## src/rtl/opr_pkg.sv

```systemverilog
package opr_pkg;

    localparam int WORD_W    = 18;
    localparam int FLAG_N    = 6;
    localparam int PC_W      = 16;
    localparam int PC_ADDR_W = 12;
    localparam int OPC_W     = 5;
    localparam int FSEL_W    = $clog2(FLAG_N + 2);

    // micro-operation bit positions in the low field
    localparam int B_FSET = 3;
    localparam int B_LAP  = 6;
    localparam int B_CLA  = 7;
    localparam int B_HLT  = 8;
    localparam int B_CMA  = 9;
    localparam int B_LAT  = 10;
    localparam int B_CLI  = 11;

    localparam logic [OPC_W-1:0] OPC_OPERATE = 5'b11111;

    localparam int SPARE_N = 5;
    localparam logic [OPC_W-1:0] SPARE_OPC [SPARE_N] =
        '{5'd0, 5'd5, 5'd6, 5'd15, 5'd30};

    typedef struct packed {
        logic              is_opr;
        logic              is_spare;
        logic              clr_ac;
        logic              clr_io;
        logic              or_tw;
        logic              or_pc;
        logic              cma;
        logic              hlt;
        logic              flag_set;
        logic [FSEL_W-1:0] flag_sel;
    } opr_ctl_t;

    typedef struct packed {
        logic [WORD_W-1:0] ac;
        logic [WORD_W-1:0] io;
        logic [FLAG_N-1:0] flags;
        logic              halt;
        logic              spare;
        logic              halted;
    } opr_state_t;

endpackage

```

## src/rtl/opr_decode.sv

```systemverilog
module opr_decode
    import opr_pkg::*;
(
    input  logic [WORD_W-1:0] instr_i,
    output opr_ctl_t          ctl_o
);

    localparam int OPC_LSB = WORD_W - OPC_W;

    logic [OPC_W-1:0]   opc;
    logic [SPARE_N-1:0] spare_hit;
    logic               unused_bits;

    assign opc = instr_i[WORD_W-1 -: OPC_W];

    for (genvar k = 0; k < SPARE_N; k++) begin : g_spare
        assign spare_hit[k] = (opc == SPARE_OPC[k]);
    end

    assign unused_bits = ^{instr_i[OPC_LSB-1 -: 1], instr_i[B_CLA-3 +: 2]};

    always_comb begin
        ctl_o          = '0;
        ctl_o.is_opr   = (opc == OPC_OPERATE);
        ctl_o.is_spare = |spare_hit;
        ctl_o.clr_ac   = instr_i[B_CLA];
        ctl_o.clr_io   = instr_i[B_CLI];
        ctl_o.or_tw    = instr_i[B_LAT];
        ctl_o.or_pc    = instr_i[B_LAP];
        ctl_o.cma      = instr_i[B_CMA];
        ctl_o.hlt      = instr_i[B_HLT];
        ctl_o.flag_set = instr_i[B_FSET];
        ctl_o.flag_sel = instr_i[FSEL_W-1:0];
    end

endmodule

```

## src/rtl/opr_acio.sv

```systemverilog
module opr_acio
    import opr_pkg::*;
(
    input  logic              clr_ac_i,
    input  logic              clr_io_i,
    input  logic              or_tw_i,
    input  logic              or_pc_i,
    input  logic              cma_i,
    input  logic [WORD_W-1:0] ac_i,
    input  logic [WORD_W-1:0] io_i,
    input  logic [PC_W-1:0]   pc_i,
    input  logic [WORD_W-1:0] test_i,
    output logic [WORD_W-1:0] ac_n_o,
    output logic [WORD_W-1:0] io_n_o
);

    localparam int PAD_W = WORD_W - PC_ADDR_W;

    logic [WORD_W-1:0] pc_ext;
    logic [WORD_W-1:0] ac_clr_d;
    logic [WORD_W-1:0] ac_or_d;
    logic              unused_pc_hi;

    assign pc_ext       = {{PAD_W{1'b0}}, pc_i[PC_ADDR_W-1:0]};
    assign unused_pc_hi = ^pc_i[PC_W-1:PC_ADDR_W];

    always_comb begin
        // stage 1: clears
        ac_clr_d = clr_ac_i ? '0 : ac_i;
        io_n_o   = clr_io_i ? '0 : io_i;
        // stage 2: OR sources
        ac_or_d  = ac_clr_d;
        if (or_tw_i) ac_or_d = ac_or_d | test_i;
        if (or_pc_i) ac_or_d = ac_or_d | pc_ext;
        // stage 3: complement
        ac_n_o   = cma_i ? ~ac_or_d : ac_or_d;
    end

    always_comb begin
        if (cma_i && clr_ac_i && !or_tw_i && !or_pc_i) begin
            AST_CMA_AFTER_CLEAR: assert (ac_n_o == {WORD_W{1'b1}});
        end
    end

endmodule

```

## src/rtl/opr_flags.sv

```systemverilog
module opr_flags
    import opr_pkg::*;
(
    input  logic              set_i,
    input  logic [FSEL_W-1:0] sel_i,
    input  logic [FLAG_N-1:0] flags_i,
    output logic [FLAG_N-1:0] flags_n_o
);

    localparam logic [FSEL_W-1:0] FSEL_ALL = {FSEL_W{1'b1}};

    logic [FLAG_N-1:0] mask;

    for (genvar k = 0; k < FLAG_N; k++) begin : g_mask
        assign mask[k] = (sel_i == FSEL_ALL) || (sel_i == FSEL_W'(k + 1));
    end

    always_comb begin
        flags_n_o = set_i ? (flags_i | mask) : (flags_i & ~mask);
    end

    always_comb begin
        if (sel_i == '0) begin
            AST_FLAG_NONE: assert (flags_n_o == flags_i);
        end
    end

endmodule

```

## src/rtl/opr_exec.sv

```systemverilog
module opr_exec
    import opr_pkg::*;
(
    input  logic              clk,
    input  logic              rst_n,
    input  logic              valid_i,
    input  logic [WORD_W-1:0] instr_i,
    input  logic [WORD_W-1:0] ac_i,
    input  logic [WORD_W-1:0] io_i,
    input  logic [PC_W-1:0]   pc_i,
    input  logic [WORD_W-1:0] test_i,
    input  logic [FLAG_N-1:0] flags_i,
    input  logic              cont_i,
    output logic [WORD_W-1:0] ac_o,
    output logic [WORD_W-1:0] io_o,
    output logic [FLAG_N-1:0] flags_o,
    output logic              halt_o,
    output logic              spare_o,
    output logic              halted_o
);

    opr_ctl_t          ctl;
    opr_state_t        st_d;
    opr_state_t        st_q;
    logic [WORD_W-1:0] ac_n;
    logic [WORD_W-1:0] io_n;
    logic [FLAG_N-1:0] flags_n;

    opr_decode u_decode (
        .instr_i (instr_i),
        .ctl_o   (ctl)
    );

    opr_acio u_acio (
        .clr_ac_i (ctl.clr_ac),
        .clr_io_i (ctl.clr_io),
        .or_tw_i  (ctl.or_tw),
        .or_pc_i  (ctl.or_pc),
        .cma_i    (ctl.cma),
        .ac_i     (ac_i),
        .io_i     (io_i),
        .pc_i     (pc_i),
        .test_i   (test_i),
        .ac_n_o   (ac_n),
        .io_n_o   (io_n)
    );

    opr_flags u_flags (
        .set_i     (ctl.flag_set),
        .sel_i     (ctl.flag_sel),
        .flags_i   (flags_i),
        .flags_n_o (flags_n)
    );

    always_comb begin
        st_d       = st_q;
        st_d.halt  = 1'b0;
        st_d.spare = 1'b0;
        if (st_q.halted) begin
            if (cont_i) st_d.halted = 1'b0;
        end else if (valid_i) begin
            if (ctl.is_spare) begin
                st_d.halt   = 1'b1;
                st_d.spare  = 1'b1;
                st_d.halted = 1'b1;
            end else if (ctl.is_opr) begin
                st_d.ac    = ac_n;
                st_d.io    = io_n;
                st_d.flags = flags_n;
                if (ctl.hlt) begin
                    st_d.halt   = 1'b1;
                    st_d.halted = 1'b1;
                end
            end
        end
    end

    always_ff @(posedge clk) begin
        if (!rst_n) st_q <= '0;
        else        st_q <= st_d;
    end

    assign ac_o     = st_q.ac;
    assign io_o     = st_q.io;
    assign flags_o  = st_q.flags;
    assign halt_o   = st_q.halt;
    assign spare_o  = st_q.spare;
    assign halted_o = st_q.halted;

    AST_HALT_PULSE: assert property (@(posedge clk) disable iff (!rst_n)
        halt_o |=> !halt_o);

    AST_HALT_LATCH: assert property (@(posedge clk) disable iff (!rst_n)
        halt_o |-> halted_o);

    AST_HALTED_FREEZE: assert property (@(posedge clk) disable iff (!rst_n)
        halted_o |=> ($stable(ac_o) && $stable(io_o) && $stable(flags_o) && !halt_o));

    AST_SPARE_HOLD: assert property (@(posedge clk) disable iff (!rst_n)
        spare_o |-> ($stable(ac_o) && $stable(io_o) && $stable(flags_o) && halt_o));

    AST_IDLE_HOLD: assert property (@(posedge clk) disable iff (!rst_n)
        !valid_i |=> ($stable(ac_o) && $stable(io_o) && $stable(flags_o)));

endmodule

```

## config.mk

```make
export PLATFORM = sky130hd
export DESIGN_NAME = opr_exec
export DESIGN_NICKNAME = d
export VERILOG_FILES = /design/src/rtl/opr_pkg.sv /design/src/rtl/opr_decode.sv /design/src/rtl/opr_acio.sv /design/src/rtl/opr_flags.sv /design/src/rtl/opr_exec.sv
export SDC_FILE = /design/constraint.sdc
export NUM_CORES = 1
export LEC_CHECK = 0
export ABC_CLOCK_PERIOD_IN_PS = 1600
export BUFFER_PORTS_ARGS = -buffer_cell sky130_fd_sc_hd__buf_2
export CAP_MARGIN = 20
export CELL_PAD_IN_SITES_DETAIL_PLACEMENT = 0
export CELL_PAD_IN_SITES_GLOBAL_PLACEMENT = 1
export CORE_UTILIZATION = 30
export DETAILED_ROUTE_END_ITERATION = 8
export GPL_TIMING_DRIVEN = 0
export PLACE_DENSITY = 0.84
export SYNTH_ARGS = -nofsm -noshare
export SYNTH_HDL_FRONTEND = slang
export SYNTH_SLANG_ARGS = --single-unit
```

## constraint.sdc

```tcl
create_clock -name clk -period 1.6 [get_ports clk]
set_input_delay 0.16 -clock clk [delete_from_list [all_inputs] [get_ports clk]]
set_output_delay 0.16 -clock clk [all_outputs]
set_load 0.05 [all_outputs]
```

# Yosys cells after proc, flatten, opt, wreduce, memory -nomap -nowiden

Cells that the tools add are included.

$add $sub $neg: 0
Multipliers: 0
Divide/modulo/power cells: 0
Order comparisons: 0
Equality and inequality tests: 12
Shifts and indexed selects: 0
Muxes and demuxes: 15
Bitwise logic cells: 10
Reductions and logical operators: 10

Operators with widths:

| cell                 | number |
|---|---|
| $mux W18             | 5 |
| $not A18 Y18         | 1 |
| $or A18 B12 Y18      | 1 |
| $or A18 B18 Y18      | 1 |
| $eq A3 B3 Y1 const B | 4 |
| $eq A5 B3 Y1 const B | 2 |
| $eq A5 B5 Y1 const B | 2 |
| $mux W1              | 9 |
| $and A6 B6 Y6        | 1 |
| $eq A3 B2 Y1 const B | 2 |
| $logic_or A1 B1 Y1   | 6 |
| $mux W6              | 1 |
| $not A6 Y6           | 1 |
| $or A6 B6 Y6         | 1 |
| $eq A5 B4 Y1 const B | 1 |
| $logic_not A5 Y1     | 1 |
| $reduce_or A5 Y1     | 1 |
| $not A1 Y1           | 4 |
| $reduce_and A4 Y1    | 1 |
| $eq A3 B1 Y1 const B | 1 |
| $reduce_or A3 Y1     | 1 |

Register bits: 45
Bits in latches: 0
Bits in writable memories: 0
ROM bits: 0
Bits of input ports: 98
Output and inout bits: 45
Word-level logic and storage cells: 53
Memories kept: 0

# Depth between registers and ports, before layout

Depth in word-level cells: 7
Gate-level depth with buffers: 6
Depth with buffers taken out: 4

# Modules after synthesis

A second synthesis with hierarchy kept.

Cell total of the unflattened synthesis: 290
Area total of the unflattened synthesis: 2566.2 sq um

By module, submodules not included:

| module     | instances | cells an instance | area an instance (sq um) | seq. area each (sq um) |
|---|---|---|---|---|
| opr_exec   | 1         | 194               | 1819.2                   | 900.9 |
| opr_acio   | 1         | 62                | 494.2                    | 0.0 |
| opr_decode | 1         | 19                | 136.4                    | 0.0 |
| opr_flags  | 1         | 15                | 116.4                    | 0.0 |

# Worst setup path after synthesis

No wires, ideal clock.

Kind: register -> register
Start point: register st_q (netlist bit halted_o)
End point: register st_q (netlist bit halted_o)
Library setup time: 0.114 ns
Arrival: 1.366 ns
Data required time: 1.486 ns
Slack: 0.120 ns
Stages on the path, launching flop included: 6
Buffers on the path: 1
Clock period less this slack: 1.480 ns
Path through: dfxtp_1 > nand3b_1 > nor2_2 > buf_4 > a22o_1 > a21o_1

Longest elaborated chain between the ends: 1

RTL lines:

| what                   | line           | RTL |
|---|---|---|
| start, declared        | opr_exec.sv:24 | `opr_state_t st_q;` |
| start signal, assigned | opr_exec.sv:80 | `else st_q <= st_d;` |
| $mux W1                | opr_exec.sv:59 | `if (st_q.halted) begin` |

No other way between the ends.
A chain may end at the register's enable or synchronous reset.

# Final worst setup path

Start point: register st_q (netlist bit halted_o)
End point: register st_q (netlist bit ac_o[14])

Longest elaborated chain between the ends: 2

RTL lines:

| what |
|---|
| $not A1 Y1 (no source line) |
| $reduce_and A4 Y1 (no source line) |

No other way between the ends.

==> flow_summary.toml <==
[clocking]
postCtsSetupBuffers = 0
cts_tree = "built"
ctsHoldBuffers = 0
cts-htree-levels = 2
cts_buffer_depth = 2
root_buffer = "clkbuf_8"
cts_resized = 0
clk_latency_ns = 0.30
numCtsBuffers = 5
clkSlewWorstSetupHoldPaths_ns = 0.09
cts.sinks = 45

[timing]
setup_violations = 0
finalHoldWorstSlack_ns = 0.118
maxSlewViolCount = 0
hold_violations = 0
relSlewSlack = 0.673
timing.setup.tns_ns = 0
clock_skew_ns = 0.00508
fmax_mhz = 769
layout_worst_path_cycle_share = 0.813
tightest_slew_ns = 0.490
rsz0062_at_grt = "no"
fin_crit_ns = 1.30

[synth]
ys_ff_latch = 45
synth_top_area_cell = "dfxtp_1"
synth_area_leaders = "dfxtp_1 (37%), a21boi_1 (11%), nand2_1 (7.9%)"
ys.flop_type = "dfxtp_1"
synthCells = 297
synth_seq_area_share = 0.372
synth_area_per_cell_sq_um = 8.15
ys_warn_count = 0
synthDistinctLibCells = 34
synth_area_sq_mm = 0.00242
synthArstFlopShare = 0
synth_top_area_share = 0.372
synth_edf_count = 0
synth_nets = 395

[cells_and_area]
layout_common_cells = "buf_2 (137), nand2_1 (51), dfxtp_1 (45)"
area_delta_synth_final_pct = 37.5
fin_nets = 531
final_common_cell = "buf_2"
fill_cells = 798
fin_area_sq_mm = 0.00333
post_route_cells_drive_above_1_share = 0.359
layout.cells.non_filler = 536
antennaDiodeCount = 0
multi_input_area_sq_mm = 0.00136
regArea_sq_um = 901

[detailed_routing]
wire_per_inst_um = 13.5
drtIter0Drc = 62
drt_pass1_iterations = 4
vias = 2574
drc = 0
ant_nets = 0
vias_per_cell = 4.80
wl_mm = 7.24

[outcome]
status = "completed"

[grt]
grt_pass1_vias = 2433
grt_pass1_wl_mm = 11.6
grt_max_degree = 15
grt_use_total = 0.173
grt_overflow = 0
antenna_found_initial = 0

[power]
ir_worst_vdd_v = 0.000331
power.density_mw_per_mm2 = 765
p_leak_nw = 1.59
total_power_w = 0.00255

[flow_run]
maxCapViolCount = 0

[critical_path]
critPathKind = "reg2reg"
crit_path_max_fanout = 10
end_kind = "flip-flop"
required_ns = 1.83
crit_arrival_ns = 1.53
crit_path_start_kind = "flip-flop"

[placed_design]
place_congestion = 0.784
placed_cells = 528
place_hpwl_mm = 5.48
io_buffers = 129
placed_area_sq_mm = 0.00319

[die]
dieArea_sq_mm = 0.00843
core_sq_mm = 0.00777
fp.dieW_um = 91.8
rows = 32
io_pins = 143
initial_core_util = 0.312
die_h_um = 91.8

[worst_hold_path]
min_path_type = "in2reg"
## power by group
group	switching (W)	internal, W	leakage, nW
clock	0.000402	0.000621	0.0681
combinational	0.000203	0.000188	1.16
sequential	0.00000455	0.00113	0.363
## kinds of logic (layout without fill, tap and decap cells)
logic type	Yosys count	count (layout)	synth area share
AO/OA/AOI/OAI	94	94	0.258
multiplexers	3	3	0.0124
AND/OR/NAND/NOR	124	124	0.275
flip-flops	45	45	0.372
buffers and inverters	27	164	0.0672
XOR/XNOR	4	4	0.0145
## state kept, by name, summed over array words and instances, names as in the netlist
name and count:
io_o 18, halted_o 1, halt_o 1, flags_o 6, spare_o 1, ac_o 18
## metal layers
metal,part of all wire,global-route usage,wire length [um]
met5,0,0,0
met4,0.0097,0.0391,70
met3,0.055,0.0357,396
met2,0.47,0.301,3430
met1,0.46,0.220,3340
## critical path, cell delays in order, from the launching register on
cell and delay, ns:
dfxtp_1 0.34, nand3b_1 0.18, nor2_2 0.19, buf_2 0.25, o21ai_0 0.12, a21boi_1 0.16
## per-stage QoR
step / util / setup WS (ns)
final: 0.428 / 0.300
after floorplan: - / 0.120
after global routing: 0.428 / 0.141
after global placement: 0.411 / 0.308
after CTS: 0.428 / 0.266
after detailed placement: 0.411 / 0.303
## final cells by class
cell class / instances / area share
flip-flops and latches: 45 / 0.271
clock buffers: 5 / 0.0207
clock inverters: 3 / 0.0195
repair buffers: 129 / 0.194
inverters: 1 / 0.00113
plain buffers: 26 / 0.0477
multi-input cells: 225 / 0.408
well taps: 102 / 0.0383
## synth_stat cells, types with 8 or more instances
cell type  instances
a22oi_1            8
a21oi_1           17
and3_1            14
clkbuf_1           8
o21ai_0           20
nand2b_1          14
nand3_1           10
a21boi_1          35
nand3b_1          20
buf_2              8
dfxtp_1           45
nand2_1           51
## final timing paths
check,startpoint,to,slack (ns),depth (start not counted)
setup / recovery,halted_o$_SDFF_PN0_,ac_o[14]$_SDFFE_PN0P_,0.30,5
hold / removal,instr_i[8],halt_o$_SDFF_PP0_,0.12,2
setup reg to reg,halted_o$_SDFF_PN0_,ac_o[14]$_SDFFE_PN0P_,0.30,5
hold reg to reg,io_o[3]$_SDFFE_PN0P_,io_o[3]$_SDFFE_PN0P_,0.45,2
Note: power is estimated with default switching activity, not from simulation.
